### src/rtl/cfgap_pkg.sv
package cfgap_pkg;
    localparam int DW    = 32;
    localparam int NLANE = DW / 8;

    typedef enum logic [1:0] {
        ACC_BYTE  = 2'd0,
        ACC_WORD  = 2'd1,
        ACC_DWORD = 2'd2,
        ACC_RSVD  = 2'd3
    } acc_size_e;

    typedef enum logic [1:0] {
        ST_IDLE = 2'd0,
        ST_FWD  = 2'd1,
        ST_DONE = 2'd2
    } ctrl_state_e;

    typedef struct packed {
        logic             write;
        logic [7:0]       bus;
        logic [7:0]       devfn;
        logic [9:0]       reg_idx;
        logic [NLANE-1:0] be;
        logic [DW-1:0]    wdata;
    } cfg_req_t;

    function automatic logic [1:0] lane_of(input logic [1:0] off, input acc_size_e sz);
        case (sz)
            ACC_BYTE: return off;
            ACC_WORD: return {off[1], 1'b0};
            default:  return 2'b00;
        endcase
    endfunction

    function automatic logic [NLANE-1:0] be_of(input logic [1:0] off, input acc_size_e sz);
        case (sz)
            ACC_BYTE: return NLANE'(1) << lane_of(off, sz);
            ACC_WORD: return NLANE'(3) << lane_of(off, sz);
            default:  return '1;
        endcase
    endfunction

    function automatic logic [DW-1:0] mask_of(input acc_size_e sz);
        case (sz)
            ACC_BYTE: return DW'(8'hFF);
            ACC_WORD: return DW'(16'hFFFF);
            default:  return '1;
        endcase
    endfunction
endpackage

### src/rtl/cfgap_lane_steer.sv
module cfgap_lane_steer
    import cfgap_pkg::*;
(
    input  logic [1:0]       off,
    input  acc_size_e        sz,
    input  logic [DW-1:0]    wdata,
    output logic [1:0]       lane,
    output logic [NLANE-1:0] be,
    output logic [DW-1:0]    wlane,
    output logic [DW-1:0]    mask
);
    always_comb begin
        lane  = lane_of(off, sz);
        be    = be_of(off, sz);
        mask  = mask_of(sz);
        wlane = (wdata & mask) << {lane, 3'b000};
    end
endmodule

### src/rtl/cfgap_addr_reg.sv
module cfgap_addr_reg
    import cfgap_pkg::*;
(
    input  logic             clk,
    input  logic             rst,
    input  logic             wr_en,
    input  logic             sub_dword,
    input  logic [NLANE-1:0] be,
    input  logic [DW-1:0]    wlane,
    output logic [DW-1:0]    addr_q,
    output logic             mode_q
);
    localparam int TOP = NLANE - 1;

    logic [7:0] byte_q [NLANE];

    // Lanes below the top one are plain byte registers; the top lane's bit 0
    // is diverted to the mode flag on sub-dword writes.
    always_ff @(posedge clk) begin
        if (rst) begin
            for (int i = 0; i < NLANE; i++) byte_q[i] <= '0;
            mode_q <= 1'b0;
        end else if (wr_en) begin
            for (int i = 0; i < TOP; i++)
                if (be[i]) byte_q[i] <= wlane[8*i +: 8];
            if (be[TOP]) begin
                if (sub_dword) begin
                    byte_q[TOP] <= {wlane[8*TOP+1 +: 7], byte_q[TOP][0]};
                    mode_q      <= wlane[8*TOP];
                end else begin
                    byte_q[TOP] <= wlane[8*TOP +: 8];
                end
            end
        end
    end

    for (genvar g = 0; g < NLANE; g++) begin : g_pack
        assign addr_q[8*g +: 8] = byte_q[g];
    end
endmodule

### src/rtl/cfgap_ctrl.sv
module cfgap_ctrl
    import cfgap_pkg::*;
(
    input  logic             clk,
    input  logic             rst,
    input  logic             io_valid,
    input  logic             io_write,
    input  logic             is_win,
    input  logic [DW-1:0]    addr_q,
    input  logic [9:0]       reg_idx,
    input  logic [1:0]       lane,
    input  logic [NLANE-1:0] be,
    input  logic [DW-1:0]    wlane,
    input  logic [DW-1:0]    mask,
    input  logic             cfg_ack,
    input  logic [DW-1:0]    cfg_rdata,
    input  logic             cfg_nodev,
    output logic             reg_wr,
    output logic             io_ready,
    output logic [DW-1:0]    io_rdata,
    output logic             req_v,
    output cfg_req_t         req
);
    ctrl_state_e   state;
    logic [1:0]    lane_q;
    logic [DW-1:0] mask_q;
    logic          fwd;

    assign fwd      = is_win && addr_q[DW-1];
    assign reg_wr   = (state == ST_IDLE) && io_valid && !is_win && io_write;
    assign io_ready = (state == ST_DONE);

    always_ff @(posedge clk) begin
        if (rst) begin
            state    <= ST_IDLE;
            req_v    <= 1'b0;
            req      <= '0;
            io_rdata <= '0;
            lane_q   <= '0;
            mask_q   <= '0;
        end else begin
            case (state)
                ST_IDLE: if (io_valid) begin
                    lane_q <= lane;
                    mask_q <= mask;
                    if (fwd) begin
                        req_v         <= 1'b1;
                        req.write     <= io_write;
                        req.bus       <= addr_q[23:16];
                        req.devfn     <= addr_q[15:8];
                        req.reg_idx   <= reg_idx;
                        req.be        <= be;
                        req.wdata     <= wlane;
                        state         <= ST_FWD;
                    end else begin
                        io_rdata <= is_win ? mask : ((addr_q >> {lane, 3'b000}) & mask);
                        state    <= ST_DONE;
                    end
                end
                ST_FWD: if (cfg_ack) begin
                    req_v    <= 1'b0;
                    io_rdata <= cfg_nodev ? mask_q : ((cfg_rdata >> {lane_q, 3'b000}) & mask_q);
                    state    <= ST_DONE;
                end
                default: state <= ST_IDLE;
            endcase
        end
    end
endmodule

### src/rtl/cfgap_port.sv
module cfgap_port
    import cfgap_pkg::*;
#(
    parameter bit EXT_EN = 1'b1
) (
    input  logic        clk,
    input  logic        rst,
    input  logic        io_valid,
    input  logic        io_write,
    input  logic [2:0]  io_off,
    input  logic [1:0]  io_size,
    input  logic [31:0] io_wdata,
    output logic        io_ready,
    output logic [31:0] io_rdata,
    output logic        mode_flag,
    output logic        cfg_req,
    output logic        cfg_write,
    output logic [7:0]  cfg_bus,
    output logic [7:0]  cfg_devfn,
    output logic [9:0]  cfg_reg,
    output logic [3:0]  cfg_be,
    output logic [31:0] cfg_wdata,
    input  logic        cfg_ack,
    input  logic [31:0] cfg_rdata,
    input  logic        cfg_nodev
);
    acc_size_e        sz;
    logic [1:0]       lane;
    logic [NLANE-1:0] be;
    logic [DW-1:0]    wlane;
    logic [DW-1:0]    mask;
    logic [DW-1:0]    addr_q;
    logic [9:0]       reg_idx;
    logic             reg_wr;
    cfg_req_t         req;

    assign sz = acc_size_e'(io_size);

    if (EXT_EN) begin : g_ext
        assign reg_idx = {addr_q[27:24], addr_q[7:2]};
    end else begin : g_base
        assign reg_idx = {4'b0000, addr_q[7:2]};
    end

    cfgap_lane_steer u_steer (
        .off   (io_off[1:0]),
        .sz    (sz),
        .wdata (io_wdata),
        .lane  (lane),
        .be    (be),
        .wlane (wlane),
        .mask  (mask)
    );

    cfgap_addr_reg u_addr (
        .clk       (clk),
        .rst       (rst),
        .wr_en     (reg_wr),
        .sub_dword (sz != ACC_DWORD && sz != ACC_RSVD),
        .be        (be),
        .wlane     (wlane),
        .addr_q    (addr_q),
        .mode_q    (mode_flag)
    );

    cfgap_ctrl u_ctrl (
        .clk       (clk),
        .rst       (rst),
        .io_valid  (io_valid),
        .io_write  (io_write),
        .is_win    (io_off[2]),
        .addr_q    (addr_q),
        .reg_idx   (reg_idx),
        .lane      (lane),
        .be        (be),
        .wlane     (wlane),
        .mask      (mask),
        .cfg_ack   (cfg_ack),
        .cfg_rdata (cfg_rdata),
        .cfg_nodev (cfg_nodev),
        .reg_wr    (reg_wr),
        .io_ready  (io_ready),
        .io_rdata  (io_rdata),
        .req_v     (cfg_req),
        .req       (req)
    );

    assign cfg_write = req.write;
    assign cfg_bus   = req.bus;
    assign cfg_devfn = req.devfn;
    assign cfg_reg   = req.reg_idx;
    assign cfg_be    = req.be;
    assign cfg_wdata = req.wdata;
endmodule

### config.mk
export PLATFORM = sky130hd
export DESIGN_NAME = cfgap_port
export DESIGN_NICKNAME = d
export VERILOG_FILES = /design/src/rtl/cfgap_pkg.sv /design/src/rtl/cfgap_lane_steer.sv /design/src/rtl/cfgap_addr_reg.sv /design/src/rtl/cfgap_ctrl.sv /design/src/rtl/cfgap_port.sv
export SDC_FILE = /design/constraint.sdc
export NUM_CORES = 1
export LEC_CHECK = 0
export BUFFER_PORTS_ARGS = -buffer_cell sky130_fd_sc_hd__buf_2
export CAP_MARGIN = 20
export CORE_UTILIZATION = 55
export CTS_BUF_LIST = sky130_fd_sc_hd__clkbuf_4
export CTS_CLUSTER_DIAMETER = 100
export DETAILED_ROUTE_END_ITERATION = 8
export PLACE_DENSITY = 0.79
export SYNTH_ARGS = -nofsm -noshare
export SYNTH_HDL_FRONTEND = slang
export SYNTH_SLANG_ARGS = --single-unit
### constraint.sdc
create_clock -name clk -period 6.35 [get_ports clk]
set_clock_uncertainty 0.2 [all_clocks]
set_input_delay 0.635 -clock clk [delete_from_list [all_inputs] [get_ports clk]]
set_output_delay 0.635 -clock clk [all_outputs]
set_load 0.03 [all_outputs]
==> results.md, run 1 <==
* Status: complete, no violations
* Maxcap violations at 0
* Post_cts resized at 0
* Synthesized area at 6442 um2
* Comb pwr share at 0.169
* CP max stage delay at 790 ps
* Cells after synthesis at 756
* Met3 Routed Length at 2012 um
* Residual DRC at 0
* Syn-to-layout area delta at 16.78%
* Total gr overflow at 0
* Avg Vias per Cell at 6.236
* TritonCTS clock tree: yes
* Largest net degree at the start of global routing at 112
* Pins over their slew limit at 0
* I/O pin count at 173
* # diodes at 0
* Maximum vdd drop at 0.1644 mV
* All-Layer GR Usage at 0.3288
* Power Total at 0.001921 W
* First-pass GRT wire length at 29970 um
* RSZ-0062 raised after global routing: no
* Internal at 0.001344 W
* H-tree depth at 4
* Wire per inst at 19.14 um
* Post-synthesis register bit count at 136
* Worst-path maximum fanout at 13
* Routability Congestion at 1.023
* Unique masters post-synth at 45
* Std-Cell Rows at 39
* Critical path type: flop to flop
* CP cell instances: nor2b_1, nand2_1, a211oi_1, a221oi_1, a211oi_1
* Critical Path RT at 6600 ps
* Worst-margin pin slew at 959.2 ps
* Most common cell on crit path: a211oi_1
* Die footprint at 12150 um2
* Cts hold-fix bufs at 0
* Sw power at 0.0005765 W
* Die H at 110.2 um
* Remaining antenna violation count at 0
* DRT iter0 DRCs at 589
* Synth warn at 0
* Critical Path AT at 3200 ps
* # Post-CTS Setup Buffers at 0
* Worst path slowest cell: nor2b_1
* Share of power burned in registers at 0.502
* Drt first pass iters at 5
* Total negative slack at 0 ps
* Initial antenna violation count at 0
* Place WS at 3360 ps
* Final net count at 961
* CTS buffer count at 17
* FF-to-FF setup slack at 3410 ps
* Core Footprint at 11420 um2
* Startpoint Class: flop
* PnR worst setup slack at 3405 ps
* Vias in the first global route at 5717
* Share of layout cells above drive strength 1 at 0.2547
* Post-DP HPWL at 14710 um
* Highest routed layer: met4
* Register area share after synthesis at 0.4723
* Syn Nets at 831
* Final setup vio count at 0
* Met1 WL at 7840 um
* Core Util, Final at 0.6589
* Static leakage at 3.058 nW
* Maximum clock rate at 0.3396 GHz
* Clock network fraction of total power at 0.328
* IO buf count at 172
* Switching share of power at 0.3001
* Clock tree buffer depth at 2
* DR WL met2 at 9279 um
* Slew Limit Headroom at 0.3605
* Syn avg cell area at 8.522 um2
* Num Clock Sinks at 136
* CTS Root Cell: clkbuf_4
* Initial core utilization at 0.5642
* Horiz. Die Dim at 110.2 um
* Minimum clock period at 2945 ps
* Final hold viol count at 0
* PD cells at 255.3 nW/um2
* Class of the worst hold path: primary input to flop
* Post-Route WL at 19940 um
* Reg clk slew, reported paths at 120 ps
* Worst-Skew Late Latency at 530 ps
* Tcrit/Tclk final at 0.4637
* Worst Setup End Kind: flop
* Via count at 6498
==> synthesized netlist by cell type, drive strengths merged <==
cell | n | share of area
nand2b | 7 | 0.0068
a32oi | 9 | 0.012
a221oi | 16 | 0.022
a311oi | 4 | 0.0054
and2 | 16 | 0.016
a21oi | 81 | 0.066
nor4 | 1 | 0.0019
nor3 | 45 | 0.036
buf | 36 | 0.033
o22ai | 8 | 0.0078
nor2b | 8 | 0.0078
and3 | 3 | 0.0031
clkbuf | 29 | 0.018
mux2i | 12 | 0.019
edfxtp | 32 | 0.15
nand3 | 4 | 0.0050
a2111oi | 6 | 0.0082
mux2 | 8 | 0.014
o21ai | 16 | 0.012
nor3b | 3 | 0.0087
a21o | 3 | 0.0035
nand2 | 87 | 0.051
o31ai | 4 | 0.0047
a22oi | 10 | 0.012
o21bai | 4 | 0.0047
o21a | 8 | 0.0093
inv | 4 | 0.0023
nor2 | 136 | 0.081
o211ai | 2 | 0.0023
dfxtp | 104 | 0.32
a31oi | 16 | 0.016
a211oi | 34 | 0.040
==> power groups by stage <==
stage               Combinational, W  Clock (W)  Sequential [W]
floorplan                   0.000165          0         0.00102
global placement            0.000310          0        0.000982
detailed placement          0.000317          0        0.000983
CTS                         0.000318   0.000632        0.000963
global route                0.000348   0.000668        0.000968
finish                      0.000325   0.000631        0.000965
==> layer usage <==
| metal | global-route usage | vias to the layer above |
|---|---|---|
| met4 | 0.1654 | 0 |
| met1 | 0.4137 | 3012 |
| met3 | 0.07878 | 68 |
| li1 | - | 2982 |
| met5 | 0 | - |
| met2 | 0.5281 | 436 |
==> critical path, delay by kind of cell (launching register included) <==
family | cells | cell delay [ps]
AND/OR/NAND/NOR | 2 | 1160
AO/OA/AOI/OAI | 3 | 840
flip-flops | 1 | 670
==> worst paths after layout <==
path                            depth (start not counted)                  to       startpoint
worst min-delay path                                    3      u_ctrl.req[62]         io_write
worst max register to register                          5  u_ctrl.io_rdata[5]  u_ctrl.state[0]
worst max-delay path                                    5  u_ctrl.io_rdata[5]  u_ctrl.state[0]
worst min register to register                          2      u_ctrl.req[49]   u_ctrl.req[49]
==> cells by family after synthesis <==
family          Yosys count  synth area share
compound gates          221            0.2249
buf+inv                  69           0.05399
flops                   136            0.4723
mux                      20           0.03263
simple gates            310            0.2162
==> layout make-up <==
cell class / count / area [um2]
inverters: 4 / 15.01
multi-input cells: 551 / 3059
clock inverters: 14 / 178.9
well taps: 143 / 178.9
flip-flops and latches: 136 / 3043
clock buffers: 18 / 135.1
fillers: 971 / 3895
repair buffers: 176 / 913.4
==> state kept, by name, indices dropped and copies added, names as in the netlist <==
| name | cells |
|---|---|
| u_ctrl.lane_q | 2 |
| u_ctrl.req | 63 |
| u_ctrl.mask_q | 3 |
| u_ctrl.io_rdata | 32 |
| u_addr.byte_q | 32 |
| u_ctrl.req_v | 1 |
| u_addr.mode_q | 1 |
| u_ctrl.state | 2 |
==> placed cells by master, fill, tap and decap left out, types with 18 or more instances in the layout <==
cell / synthesis / final
buf_2: 24 / 171
nor2_1: 134 / 133
dfxtp_1: 104 / 104
nand2_1: 87 / 87
a21oi_1: 78 / 78
nor3_1: 44 / 44
a211oi_1: 34 / 34
edfxtp_1: 32 / 32
clkbuf_4: 0 / 18
==> metrics by stage <==
stage,hold WS (ps),cells,area (um2)
after floorplan,240.2,756,6442
after global placement,241.4,1009,7182
after detailed placement,244.3,1009,7182
after CTS,171.0,1041,7496
after global routing,167.4,1042,7523
final,189.5,1042,7523
Power figures use the tool's default switching activity.
==> inputs of run 2 (changes only) <==
ABC_AREA = 1   (was not set)
CORE_UTILIZATION = 50   (was 55)
PLACE_DENSITY = 0.75   (was 0.79)
clock period = 2.45 ns   (was 6.35 ns; I/O delays follow)
==> run 2 against run 1 <==
First-iteration DRC count is 57% higher. Register-to-register slack got worse by 3200 ps. Fmax is 29% higher. Die area up 14%. Global-route usage fell by 1.9 points. Sequential share of layout area shrank 5.1 points. Clock power grew 140%. Utilization grew 1.4 points. Synthesized cell count rose by 25%. Area after synthesis up 4.0%. Largest power group unchanged.
==> results.md, run 2 <==
* Syn avg cell area at 7.095 um2 (-17%)
* Synth async-reset ratio at 0 (unchanged)
* Drt first pass iters at 7 (+2)
* Sw power at 0.001710 W (+200%)
* Pins over their slew limit at 0 (unchanged)
* CP max stage delay at 590 ps (-200 ps)
* Class of the worst hold path: primary input to flop
* Syn-to-layout area delta at 28.75%
* Worst-margin pin slew at 963.4 ps (+4.130 ps)
* Post-DP HPWL at 14950 um (+1.7%)
* Met3 Usage GRT at 0.05862 (-0.02015)
* Final net count at 1233 (+28%)
* Crit path to: u_ctrl.io_rdata[12]
* Met2 global-route usage at 0.4901 (-0.03805)
* CP cell instances: buf_4, inv_1, o211ai_1, nand3_1, dlygate4sd3_1, nand2_1, nand3_1, nand2_1, inv_1
* Die footprint at 13860 um2 (+14%)
* IO buf count at 172 (unchanged)
* Worst hold slack at 35.30 ps (-154.2 ps)
* CTS Root Cell: clkbuf_4
* Avg Vias per Cell at 5.425 (-13%)
* Synthesized area at 6698 um2 (+4.0%)
* Place WS at 295.8 ps (-3064 ps)
* Critical Path AT at 2540 ps (-660 ps)
* Layout Cell Area excl Fill at 8623 um2 (+15%)
* First-pass GRT wire length at 34010 um (+13%)
* Worst-path maximum fanout at 20 (+7)
* Initial antenna violation count at 1 (+1)
* Post-synth EDFFs at 32 (unchanged)
* TritonCTS clock tree: yes
* Worst r2r src: u_ctrl.lane_q[1]
* Std-Cell Rows at 41 (+5.1%)
* Syn Nets at 1019 (+23%)
* Cells after synthesis at 944 (+25%)
* Share of power burned in registers at 0.477 (-0.025)
* M1 GR Usage at 0.4104 (-0.003345)
* Largest regs: u_ctrl.req: 63 flops, u_addr.byte_q: 32 flops, u_ctrl.io_rdata: 32 flops
* Clock network fraction of total power at 0.292 (-0.036)
* Maximum clock rate at 0.4371 GHz (+29%)
* Register area share after synthesis at 0.4543 (-0.01800)
* H-tree depth at 4 (unchanged)
* Ys flop type: dfxtp_1
* Clock tree buffer depth at 2 (unchanged)
* Most flops, register: u_ctrl.req
* Slew Limit Headroom at 0.3554 (-0.005126)
* Share of layout cells above drive strength 1 at 0.2050 (-0.04977)
* Static leakage at 4.307 nW (+41%)
* Grt peak-use layer: met2
* DRT iter0 DRCs at 924 (+57%)
* Critical path type: flop to flop
* Residual DRC at 0 (unchanged)
* FILL cells at 1132 (+17%)
* Total gr overflow at 0 (unchanged)
* Tcrit/Tclk final at 0.9338 (+0.4701)
* CTS buffer count at 17 (unchanged)
* I/O pin count at 173 (unchanged)
* Startpoint Class: flop
* FF-to-FF setup slack at 160 ps (-3240 ps)
* Total negative slack at 0 ps (unchanged)
* Initial core utilization at 0.5222 (-0.04197)
* Routability Congestion at 0.8995 (-12%)
* Power Total at 0.005257 W (+170%)
* Internal at 0.003547 W (+160%)
* Cell taking the most area after synthesis: dfxtp_1
* Post-synthesis register bit count at 136 (unchanged)
* Status: complete, no violations
* Worst path slowest cell: dlygate4sd3_1
* Final hold viol count at 0 (unchanged)
* CP startpoint: u_ctrl.lane_q[1]
* Most frequent cells in the layout: nand2_1, buf_2, nand3_1
* Synth top area share at 0.3109 (-0.01232)
* Most common cell in the synthesized netlist: nand2_1
* PD cells at 609.6 nW/um2 (+140%)
* Final setup vio count at 0 (unchanged)
* Comb pwr share at 0.231 (+0.062)
* Wire per inst at 15.86 um (-17%)
* RSZ-0062 raised after global routing: no
* Reg clk slew, reported paths at 120 ps (about the same)
* Horiz. Die Dim at 117.7 um (+6.8%)
* Die H at 117.7 um (+6.8%)
* Maxcap violations at 0 (unchanged)
* Remaining antenna violation count at 0 (unchanged)
* Largest register FFs at 63 (unchanged)
* Num Clock Sinks at 136 (unchanged)
* Unique masters post-synth at 25 (-44%)
* Reg2Reg Depth at 9 (+4)
* Dpl cell area at 7739 um2 (+7.8%)
* Synth cell count leaders: nand2_1, nand3_1, inv_1
* Vias in the first global route at 6768 (+18%)
* Area contributors post-synth: dfxtp_1, edfxtp_1, nand2_1, nand3_1, a21oi_1
* Maximum vdd drop at 0.4033 mV (+150%)
* Worst Setup End Kind: flop
* Commonest non-fill, non-tap cell in the layout: nand2_1
* PnR worst setup slack at 162.2 ps (-3243 ps)
* Critical Path RT at 2710 ps (-3890 ps)
* Largest net degree at the start of global routing at 96 (-14%)
* Core Footprint at 12820 um2 (+12%)
* Post-Route WL at 21310 um (+6.9%)
* Worst-Skew Late Latency at 560 ps (+30 ps)
* Via count at 7291 (+12%)
* Worst r2r dst: u_ctrl.io_rdata[12]
* Synth warn at 0 (unchanged)
* Minimum clock period at 2288 ps (-656.8 ps)
* # Post-CTS Setup Buffers at 0 (unchanged)
* Switching share of power at 0.3253 (+0.02513)
* All-Layer GR Usage at 0.3102 (-0.01865)
-- run 2: cell count changes after synthesis, sizes merged, moves of 9 or more --
cell / change
a211oi: -34
a21oi: +21
a221oi: -16
a32oi: -9
and2: -16
buf: -19
clkbuf: +16
inv: +102
mux2i: -12
nand2: +115
nand3: +108
nor2: -62
nor3: -36
o21ai: +85
-- run 2: how the worst min path moves through the flow --
| stage | startpoint | endpoint | slack [ps] | cells past startpoint |
|---|---|---|---|---|
| floorplan | io_wdata[0] | u_ctrl.req[0] | 190 | 2 |
| global placement | u_ctrl.mask_q[7] | u_ctrl.mask_q[7] | 240 | 2 |
| detailed placement | u_ctrl.mask_q[15] | u_ctrl.mask_q[15] | 250 | 2 |
| CTS | io_size[0] | u_ctrl.lane_q[0] | 4 | 6 |
| global route | cfg_rdata[29] | u_ctrl.io_rdata[13] | 40 | 7 |
| finish | cfg_rdata[0] | u_ctrl.io_rdata[0] | 40 | 7 |
-- run 2: per-stage QoR --
step / std cells / utilization
6_report: 1344 / 0.6724
5_1_grt: 1344 / 0.6724
4_1_cts: 1343 / 0.6721
3_5_place_dp: 1252 / 0.6034
3_3_place_gp: 1252 / 0.6034
2_1_floorplan: 944 / -
-- run 2: power groups by stage --
stage	combinational [W]	sequential (W)	clock (W)
global route	0.00132	0.00252	0.00165
floorplan	0.000541	0.00275	0
finish	0.00121	0.00251	0.00154
CTS	0.00120	0.00251	0.00155
detailed placement	0.00111	0.00256	0
global placement	0.00110	0.00255	0
-- run 2: logic make-up (layout without fill, tap and decap cells) --
family	Yosys count	in the layout	synth area share
simple gates	398	398	0.2556
compound gates	241	241	0.1928
buf+inv	169	396	0.09733
flops	136	136	0.4543
other cells	0	1	0
-- run 2: area by class of cell --
class	count	area, um2	share of cell area
Tap cell	172	215.2	0.02496
Multi-Input combinational cell	639	3010	0.3491
Inverter	107	401.6	0.04658
Timing Repair Buffer	257	1659	0.1924
Clock inverter	14	155.1	0.01799
Sequential cell	136	3044	0.3530
Clock buffer	18	135.1	0.01567
Antenna cell	1	2.502	0.0002902
-- run 2: what timing repair did --
| action | CTS | global route |
|---|---|---|
| hold endpoints to repair | 80 | 0 |
| gates resized for setup | 0 | 1 |
| setup endpoints to repair | 0 | 1 |
| hold buffers | 59 | 0 |
-- run 2: critical path, delay by kind of cell (launching register included) --
| kind | cells | cell delay (ps) |
|---|---|---|
| simple gates | 4 | 330 |
| compound gates | 1 | 200 |
| buf+inv | 4 | 1120 |
| flops | 1 | 340 |
-- run 2: per-layer routing --
metal  vias up  part of all wire
met5         -                 0
met3        60             0.073
met2       369              0.47
met4         0             0.035
li1       3557                 -
met1      3305              0.43
